==> src/rtl/gpio_irq_pkg.sv <==
package gpio_irq_pkg;

  typedef enum logic [2:0] {
    MD_NONE   = 3'd0,
    MD_DRIVE  = 3'd1,
    MD_LVL_HI = 3'd2,
    MD_LVL_LO = 3'd3,
    MD_RISE   = 3'd4,
    MD_FALL   = 3'd5,
    MD_BOTH   = 3'd6,
    MD_QUIET  = 3'd7
  } pin_mode_e;

  localparam int DATA_BIT  = 0;
  localparam int MODE_LSB  = 1;
  localparam int FUNC_LSB  = 5;
  localparam int GRP_LSB   = 16;
  localparam int WORD_BITS = 32;

endpackage

==> src/rtl/gpio_pin_detect.sv <==
module gpio_pin_detect
  import gpio_irq_pkg::*;
(
  input  logic      clk,
  input  logic      rst_n,
  input  logic      pad_in,
  input  pin_mode_e mode,
  output logic      level_sync,
  output logic      event_o
);

  logic meta_q, sync_q, prev_q;

  always_ff @(posedge clk or negedge rst_n) begin
    if (!rst_n) begin
      meta_q <= 1'b0;
      sync_q <= 1'b0;
      prev_q <= 1'b0;
    end else begin
      meta_q <= pad_in;
      sync_q <= meta_q;
      prev_q <= sync_q;
    end
  end

  always_comb begin
    case (mode)
      MD_LVL_HI: event_o = sync_q;
      MD_LVL_LO: event_o = ~sync_q;
      MD_RISE:   event_o = sync_q & ~prev_q;
      MD_FALL:   event_o = ~sync_q & prev_q;
      MD_BOTH:   event_o = sync_q ^ prev_q;
      default:   event_o = 1'b0;
    endcase
  end

  assign level_sync = sync_q;

  // a rising-edge event only when the synchronized level just went high
  p_rise_edge_r5: assert property (@(posedge clk) disable iff (!rst_n)
    (mode == MD_RISE && event_o) |-> (level_sync && !$past(level_sync)));

  // a falling-edge event only when the synchronized level just went low
  p_fall_edge_r5: assert property (@(posedge clk) disable iff (!rst_n)
    (mode == MD_FALL && event_o) |-> (!level_sync && $past(level_sync)));

endmodule

==> src/rtl/gpio_pend_bank.sv <==
module gpio_pend_bank #(
  parameter int NUM_PINS = 64
) (
  input  logic                clk,
  input  logic                rst_n,
  input  logic [NUM_PINS-1:0] set_vec,
  input  logic [NUM_PINS-1:0] clr_vec,
  input  logic [NUM_PINS-1:0] route_vec,
  output logic [NUM_PINS-1:0] pend_o,
  output logic                irq_o
);

  logic [NUM_PINS-1:0] pend_q, pend_d;
  logic                upd_en;

  // set wins over a same-cycle clear
  always_comb begin
    pend_d = (pend_q & ~clr_vec) | set_vec;
    upd_en = (|set_vec) | (|clr_vec);
  end

  always_ff @(posedge clk or negedge rst_n) begin
    if (!rst_n)      pend_q <= '0;
    else if (upd_en) pend_q <= pend_d;
  end

  assign pend_o = pend_q;
  assign irq_o  = |(pend_q & route_vec);

  // every event lands in the next cycle even against a clear
  p_set_wins_r4: assert property (@(posedge clk) disable iff (!rst_n)
    (|set_vec) |=> ((pend_q & $past(set_vec)) == $past(set_vec)));

  // a written one without a concurrent event clears the bit
  p_w1c_r7: assert property (@(posedge clk) disable iff (!rst_n)
    (|(clr_vec & ~set_vec)) |=> ((pend_q & $past(clr_vec & ~set_vec)) == '0));

  // with no event and no clear the pending state holds
  p_hold_r7: assert property (@(posedge clk) disable iff (!rst_n)
    (set_vec == '0 && clr_vec == '0) |=> $stable(pend_q));

endmodule

==> src/rtl/gpio_irq_ctrl.sv <==
module gpio_irq_ctrl
  import gpio_irq_pkg::*;
#(
  parameter int NUM_PINS   = 64,
  parameter int NUM_GROUPS = 8
) (
  input  logic                  clk,
  input  logic                  rst_n,
  input  logic                  bus_req,
  input  logic                  bus_we,
  input  logic [11:0]           bus_addr,
  input  logic [31:0]           bus_wdata,
  output logic [31:0]           bus_rdata,
  output logic                  bus_rvalid,
  input  logic [NUM_PINS-1:0]   pin_in,
  output logic [NUM_PINS-1:0]   pin_out,
  output logic [NUM_PINS-1:0]   pin_oe,
  output logic [NUM_GROUPS-1:0] irq_out
);

  localparam int WORDS = (NUM_PINS + WORD_BITS - 1) / WORD_BITS;
  localparam int PIN_W = (NUM_PINS > 1) ? $clog2(NUM_PINS) : 1;
  localparam int GRP_W = (NUM_GROUPS > 1) ? $clog2(NUM_GROUPS) : 1;
  localparam int WRD_W = (WORDS > 1) ? $clog2(WORDS) : 1;

  logic cfg_wr, pend_wr, rd_en, rd_hit;
  logic [NUM_PINS-1:0][31:0]                 rd_view;
  logic [NUM_PINS-1:0][2:0]                  grp_all;
  logic [NUM_PINS-1:0]                       evt_all;
  logic [NUM_GROUPS-1:0][NUM_PINS-1:0]       pend_mat;
  logic [NUM_GROUPS-1:0][WORDS-1:0][31:0]    pend_words;
  logic [31:0] rdata_d, rdata_q;
  logic        rvalid_q;

  assign cfg_wr  = bus_req && bus_we && !bus_addr[11] && (bus_addr[1:0] == 2'b00);
  assign pend_wr = bus_req && bus_we &&  bus_addr[11] && (bus_addr[1:0] == 2'b00);
  assign rd_en   = bus_req && !bus_we;

  // per-pin configuration storage and event detection
  for (genvar i = 0; i < NUM_PINS; i++) begin : g_pin
    logic [31:0] cfg_q, cfg_d;
    logic        wr_hit, sync_v, evt_v;
    pin_mode_e   md;

    assign wr_hit = cfg_wr && (bus_addr[10:2] == 9'(i));

    always_comb begin
      cfg_d = cfg_q;
      if (wr_hit) cfg_d = bus_wdata;
    end

    always_ff @(posedge clk or negedge rst_n) begin
      if (!rst_n)      cfg_q <= '0;
      else if (wr_hit) cfg_q <= cfg_d;
    end

    assign md = pin_mode_e'(cfg_q[MODE_LSB +: 3]);

    gpio_pin_detect u_det (
      .clk        (clk),
      .rst_n      (rst_n),
      .pad_in     (pin_in[i]),
      .mode       (md),
      .level_sync (sync_v),
      .event_o    (evt_v)
    );

    assign pin_out[i] = cfg_q[DATA_BIT];
    assign pin_oe[i]  = (md == MD_DRIVE) && (cfg_q[FUNC_LSB +: 2] == 2'b00);
    assign rd_view[i] = {cfg_q[31:1], (md == MD_DRIVE) ? cfg_q[DATA_BIT] : sync_v};
    assign grp_all[i] = cfg_q[GRP_LSB +: 3];
    assign evt_all[i] = evt_v;
  end

  // per-group pending banks
  for (genvar g = 0; g < NUM_GROUPS; g++) begin : g_grp
    logic [NUM_PINS-1:0] set_v, clr_v, route_v;

    for (genvar i = 0; i < NUM_PINS; i++) begin : g_bit
      assign route_v[i] = (grp_all[i] == 3'(g));
      assign set_v[i]   = evt_all[i] && route_v[i];
      assign clr_v[i]   = pend_wr && (bus_addr[10:6] == 5'(g)) &&
                          (bus_addr[5:2] == 4'(i / WORD_BITS)) &&
                          bus_wdata[i % WORD_BITS];
    end

    gpio_pend_bank #(.NUM_PINS(NUM_PINS)) u_bank (
      .clk       (clk),
      .rst_n     (rst_n),
      .set_vec   (set_v),
      .clr_vec   (clr_v),
      .route_vec (route_v),
      .pend_o    (pend_mat[g]),
      .irq_o     (irq_out[g])
    );

    for (genvar w = 0; w < WORDS; w++) begin : g_word
      for (genvar b = 0; b < WORD_BITS; b++) begin : g_wbit
        if (w * WORD_BITS + b < NUM_PINS) begin : g_live
          assign pend_words[g][w][b] = pend_mat[g][w * WORD_BITS + b];
        end else begin : g_pad
          assign pend_words[g][w][b] = 1'b0;
        end
      end
    end
  end

  // read decode
  always_comb begin
    rd_hit  = 1'b0;
    rdata_d = '0;
    if (bus_addr[1:0] == 2'b00) begin
      if (!bus_addr[11]) begin
        if (int'(bus_addr[10:2]) < NUM_PINS) begin
          rd_hit  = 1'b1;
          rdata_d = rd_view[bus_addr[PIN_W+1:2]];
        end
      end else if (int'(bus_addr[10:6]) < NUM_GROUPS && int'(bus_addr[5:2]) < WORDS) begin
        rd_hit  = 1'b1;
        rdata_d = pend_words[bus_addr[GRP_W+5:6]][bus_addr[WRD_W+1:2]];
      end
    end
  end

  always_ff @(posedge clk or negedge rst_n) begin
    if (!rst_n) begin
      rdata_q  <= '0;
      rvalid_q <= 1'b0;
    end else begin
      rvalid_q <= rd_en;
      if (rd_en) rdata_q <= rdata_d;
    end
  end

  assign bus_rdata  = rdata_q;
  assign bus_rvalid = rvalid_q;

  // read data is valid exactly one cycle after a read request
  p_rvalid_r1: assert property (@(posedge clk) disable iff (!rst_n)
    bus_rvalid |-> $past(bus_req && !bus_we));

  // a read that hit no register returns zero
  p_unmapped_zero_r9: assert property (@(posedge clk) disable iff (!rst_n)
    (bus_rvalid && !$past(rd_hit)) |-> (bus_rdata == '0));

endmodule

==> config.mk <==
export PLATFORM = sky130hd
export DESIGN_NAME = gpio_irq_ctrl
export DESIGN_NICKNAME = d
export VERILOG_FILES = /design/src/rtl/gpio_irq_pkg.sv /design/src/rtl/gpio_pin_detect.sv /design/src/rtl/gpio_pend_bank.sv /design/src/rtl/gpio_irq_ctrl.sv
export SDC_FILE = /design/constraint.sdc
export NUM_CORES = 2
export LEC_CHECK = 0
export BUFFER_PORTS_ARGS = -buffer_cell sky130_fd_sc_hd__buf_2
export CORE_ASPECT_RATIO = 2
export CORE_MARGIN = 2
export CORE_UTILIZATION = 46
export DETAILED_ROUTE_END_ITERATION = 10
export GPL_TIMING_DRIVEN = 0
export SETUP_SLACK_MARGIN = 0.2
export SYNTH_ARGS = -nofsm -noshare
export SYNTH_HDL_FRONTEND = slang
export SYNTH_SLANG_ARGS = --single-unit
==> constraint.sdc <==
create_clock -name clk -period 2.47 [get_ports clk]
set_input_delay 0.247 -clock clk [delete_from_list [all_inputs] [get_ports clk]]
set_output_delay 0.247 -clock clk [all_outputs]
set_load 0.05 [all_outputs]
==> key figures, run 1 <==
Logic synthesis
  • Mapped Nets: 10370
  • EDFF count, synth: 0
  • Mapped Avg Cell Area: 13.5 sq um
  • Yosys warning total: 0
  • Synth top area cells: dfrtp_1 51%, mux4_2 13%, mux2_2 13%
  • Sequential share of the synthesized area: 50.9%
  • #FFs+latches synth: 2785
  • Netlist cell types: 71
  • Share of the synthesized area in the top cell type: 50.9%
  • Post-synthesis cell count: 10130
  • Post-synthesis cell area: 137000 sq um
  • Asr flop ratio synth: 100%
  • Largest area contributor in the netlist: dfrtp_1
  • Top FF cell, synth: dfrtp_1

Place
  • Cells after DPL: 14343
  • Buffers on Ports: 243
  • GP Congestion: 1.19
  • Hpwl dp: 641 mm

Floorplanning
  • Chip height: 776 um
  • IO Pins: 281
  • # rows: 283
  • Initial core utilization: 46.2%
  • Die W: 390 um

Global route
  • Total track usage: 58.9%
  • Overflow after GRT: 4
  • Largest net degree at the start of global routing: 160

Clock tree
  • CTS max path bufs: 4
  • CTS Buf Count: 275
  • H-tree Lvls: 5
  • TritonCTS Sinks: 2785
  • Root Buffer Master: clkbuf_16

Status
  • Error: [ERROR GRT-0232] Routing congestion too high. Check the congestion heatmap in the GUI.
  • Status: stopped before the end
  • Failed at: global routing (5_1_grt)

Timing
  • Worst_ep grt: irq_out[7]
  • Worst ep type: primary output
## stage by stage
stage               area [sq um]  setup slack, ns  util, %  hold slack (ns)  TNS (ns)
detailed placement        146000            -2.95     49.3            0.315  -7402.37
CTS                       161000            -2.21     54.3          0.00405   -163.92
global placement          143000           -61.60     48.4            0.332         -
floorplan                 137000            0.147        -          -0.0486         0
## synth_stat cells, types with 53 or more instances
library cell / instances
a21o_1: 53
a21oi_1: 66
a22o_1: 195
a32o_1: 132
buf_1: 131
buf_2: 201
buf_4: 78
clkbuf_1: 580
dfrtp_1: 2785
ha_1: 128
inv_1: 208
mux2_1: 588
mux2_2: 1532
mux2i_1: 89
mux4_2: 814
nand2_1: 853
nand2b_1: 87
nand3_1: 162
nand3b_1: 84
nand4_1: 162
nor2_1: 242
nor2b_1: 162
nor3_1: 137
nor3b_1: 102
o21ai_0: 84
o2bb2ai_1: 100
## routing by layer
metal / track usage (%) / overflow
met5: 6.20 / 0
met4: 67.9 / 3
met3: 29.2 / 0
met2: 85.2 / 1
met1: 56.4 / 0
## kinds of logic after synthesis
logic type      Yosys count  synth area share (%)
buf+inv                1205                  3.72
mux                    3023                  31.5
xor+xnor                  2                0.0128
flops                  2785                  50.9
simple gates           2121                  7.72
fa+ha+maj               128                  1.17
compound gates          866                  5.00
## timing repair
action / CTS
setup buffers: 85
gates cloned: 12
setup endpoints to repair: 3844
hold buffers: 117
pin swaps: 93
hold endpoints to repair: 569
gates resized for setup: 1047
==> run 2, diff against run 1 <==
- CORE_ASPECT_RATIO: 2 -> default
- CORE_UTILIZATION: 46 -> 31
- PLACE_DENSITY_LB_ADDON: default -> 0.15
- SETUP_SLACK_MARGIN: 0.2 -> default
==> run 2 against run 1 <==
  * The flow now finishes, with violations (capacitance limit, slew limit, setup timing)
  * Synthesized area did not move
  * Synthesized cell count unchanged
==> key figures, run 2 <==
Status
  • Status: finished with violations
  • Failing checks: capacitance limit, slew limit, setup timing

Logic synthesis
  • #FFs+latches synth: 2785
  • Asr flop ratio synth: 100%
  • Synth cell count leaders: 2785 x dfrtp_1, 1532 x mux2_2, 853 x nand2_1, 814 x mux4_2, 588 x mux2_1
  • Mapped Nets: 10370
  • Count leader, synth: dfrtp_1
  • Top FF cell, synth: dfrtp_1
  • Post-synthesis cell count: 10130
  • Sequential share of the synthesized area: 50.9%
  • EDFF count, synth: 0
  • Post-synthesis cell area: 137000 sq um
  • Netlist cell types: 71
  • Yosys warning total: 0
  • Largest area contributor in the netlist: dfrtp_1
  • Share of the synthesized area in the top cell type: 50.9%
  • Mapped Avg Cell Area: 13.5 sq um
  • Synth top area cells: dfrtp_1 51%, mux4_2 13%, mux2_2 13%

Hold path
  • Worst Hold Class: in2reg
  • Worst hold start: bus_addr[10]
  • Hold EP: bus_rdata[7]
  • Hold path cells: 6

Worst setup path
  • Reg-to-Reg End: bus_rdata[17]
  • Slowest CP cell: nand4_1
  • Crit. End Element: output pin
  • Crit path buffers/inverters: 2
  • CP startpoint kind: flip-flop
  • CP Max Fanout: 10
  • Cells along the critical path: clkbuf_8 -> nand3b_1 -> nand4_1 -> nor4_4 -> nand3_4 -> buf_8
  • Kind of critical path: reg2out
  • CP peak stage delay: 0.65 ns
  • Flop2flop setup slack: -0.40 ns
  • Number of cells on the critical path: 6
  • CP delay by family, top: simple AND/OR/NAND/NOR gates
  • Worst path required time: 2.22 ns
  • Reg-to-reg critical path startpoint: g_pin[18].cfg_q[17]
  • FF-to-FF path depth: 7
  • Critical Path AT: 3.84 ns

Timing
  • Minimum clock period: 4.09 ns
  • Max-slew headroom: -9.24%
  • Slew @ Worst Pin: 1.64 ns
  • Final Worst Setup Slack: -1.62 ns
  • Clk_skew: 0.0842 ns
  • RSZ-0062 raised after global routing: true
  • Pins over their slew limit: 50
  • Final period util: 166%
  • Final setup viols: 2710
  • Max Fclk: 0.245 GHz
  • Final count of hold timing violations: 0

Final layout
  • Fin cells: 17386
  • Leading cell type in the layout, fill and taps excluded: dfrtp_1
  • Register area: 69900 sq um
  • Fill cell count: 42097
  • Fin util: 38.1%
  • Commonest non-fill, non-tap cells in the layout: 2668 x dfrtp_1, 1532 x mux2_2, 814 x mux4_2
  • Layout cell share with drive strength beyond 1: 40.4%
  • Most flop-heavy register: g_pin.cfg_q
  • Area Growth Syn to Fin: 22.5%
  • Max reg flops: 2048
  • Final net count: 11328
  • Area of the multi-input gates: 65100 sq um

Floorplanning
  • Die area: 447000 sq um
  • Core ar.: 441000 sq um
  • IO Pins: 281
  • Chip height: 669 um
  • # rows: 244
  • Initial core utilization: 31.1%
  • Die W: 669 um

Power and ir drop
  • Gate power share: 6.9%
  • Clock share of power: 49.5%
  • P_sw: 27900 uW
  • Sequential Power Share: 43.6%
  • Power per cell area: 632 nW/um^2
  • VDD IR-drop max: 0.545 mV
  • Net Sw Frac: 26.3%
  • Power Internal: 78100 uW
  • Leakage: 0.0775 uW

Detailed routing
  • 1st-iter DRT viols: 13830
  • Drt total wl: 810 mm
  • Pre-antenna DRT Iters: 6
  • Drt drc: 0
  • Final antenna-violating net count: 0
  • Routed len/inst: 46.6 um
  • Routed via count: 105641
  • Vias per cell: 6.08

Global route
  • Largest net degree at the start of global routing: 173
  • Overflow after GRT: 0
  • Initial antenna violation count: 186
  • Total track usage: 35.6%
  • First-pass GRT wire length: 1050 mm
  • Vias in the first global route: 103111

Clock tree
  • Clk Latency, worst-skew pair: 1.03 ns
  • TritonCTS Sinks: 2785
  • H-tree Lvls: 5
  • CTS tree: done
  • CTS max path bufs: 4
  • Root Buffer Master: clkbuf_16
  • CTS Buf Count: 342
  • Clock slew seen by the registers of the worst setup and hold paths: 0.07 ns

Place
  • Buffers on Ports: 243
  • Cells after DPL: 16391
  • GP Congestion: 1.06
  • Hpwl dp: 617 mm
  • Post-Place Worst Slack: -3.28 ns

Flow run
  • Maximum Capacitance Violations: 6
run 2: metrics by stage:
stage	area (sq um)	hold WS, ns	setup TNS (ns)	power [uW]
after floorplan	137000	-0.0486	-0.558	49300
after global placement	146000	0.332	-	53100
after detailed placement	149000	0.184	-7351.58	53800
after CTS	167000	0.0373	-1369.34	106000
after global routing	168000	0.0932	-1093.28	109000
final	168000	0.0670	-613.56	106000
run 2: cells by family (layout without fill, tap and decap cells):
logic type,Yosys count,after routing,synth area share (%)
AND/OR/NAND/NOR,2121,2121,7.72
other,0,119,0
AO/OA/AOI/OAI,866,866,5.00
adder cells (fa/ha/maj),128,128,1.17
buffers and inverters,1205,2438,3.72
XOR/XNOR,2,2,0.0128
multiplexers,3023,3023,31.5
flip-flops,2785,2785,50.9
run 2: final cells by class:
type,instances,area share [%]
antenna,119,0.177
buffer,917,3.26
clock buffer,498,5.94
clock inverter,121,0.874
inverter,212,0.479
multi-input combinational,6140,38.8
sequential,2785,41.6
tap,5904,4.40
timing repair buffer,690,4.44
run 2: power groups by stage:
stage               registers (uW)  clock network (uW)  logic, uW
floorplan                    46900                   0       2380
global placement             47200                   0       5910
detailed placement           47100                   0       6720
CTS                          46200               53100       7110
global route                 46200               54900       7450
finish                       46300               52500       7290
run 2: worst max path at each step:
stage / startpoint / endpoint / slack [ns]
3_3_place_gp: rst_n / g_pin[28].cfg_q[28] / -64.75
2_1_floorplan: bus_addr[2] / bus_rdata[1] / -0.03
3_5_place_dp: bus_addr[6] / g_pin[33].cfg_q[16] / -3.28
5_1_grt: g_pin[63].cfg_q[17] / irq_out[2] / -1.52
6_report: g_pin[63].cfg_q[16] / irq_out[2] / -1.62
4_1_cts: g_pin[20].cfg_q[16] / irq_out[1] / -1.60
run 2: layer usage:
layer  vias to the layer above  part of all wire, %  track usage [%]
li1                      39659                    -                -
met1                     57906                   40             46.8
met2                      6312                   43             52.0
met3                      1720                  8.4             8.02
met4                        44                  8.5             25.3
met5                         -                0.037                0
run 2: worst register-to-register path, cell delays in order, from the launching register on:
cell	delay, ns
dfrtp_4	0.54
buf_8	0.18
buf_12	0.16
mux4_2	0.59
mux4_2	0.57
mux4_2	0.55
nand2b_4	0.16
nand2_2	0.06
run 2: repair_timing:
action | in CTS | in global routing
pin swaps | 141 | 62
gates cloned | 5 | 11
gates resized for setup | 1250 | 116
setup buffers | 169 | 14
hold buffers | 136 | 1
hold endpoints to repair | 498 | 137
setup endpoints to repair | 3132 | 3028
No activity file was read; power rests on OpenSTA's default activity.
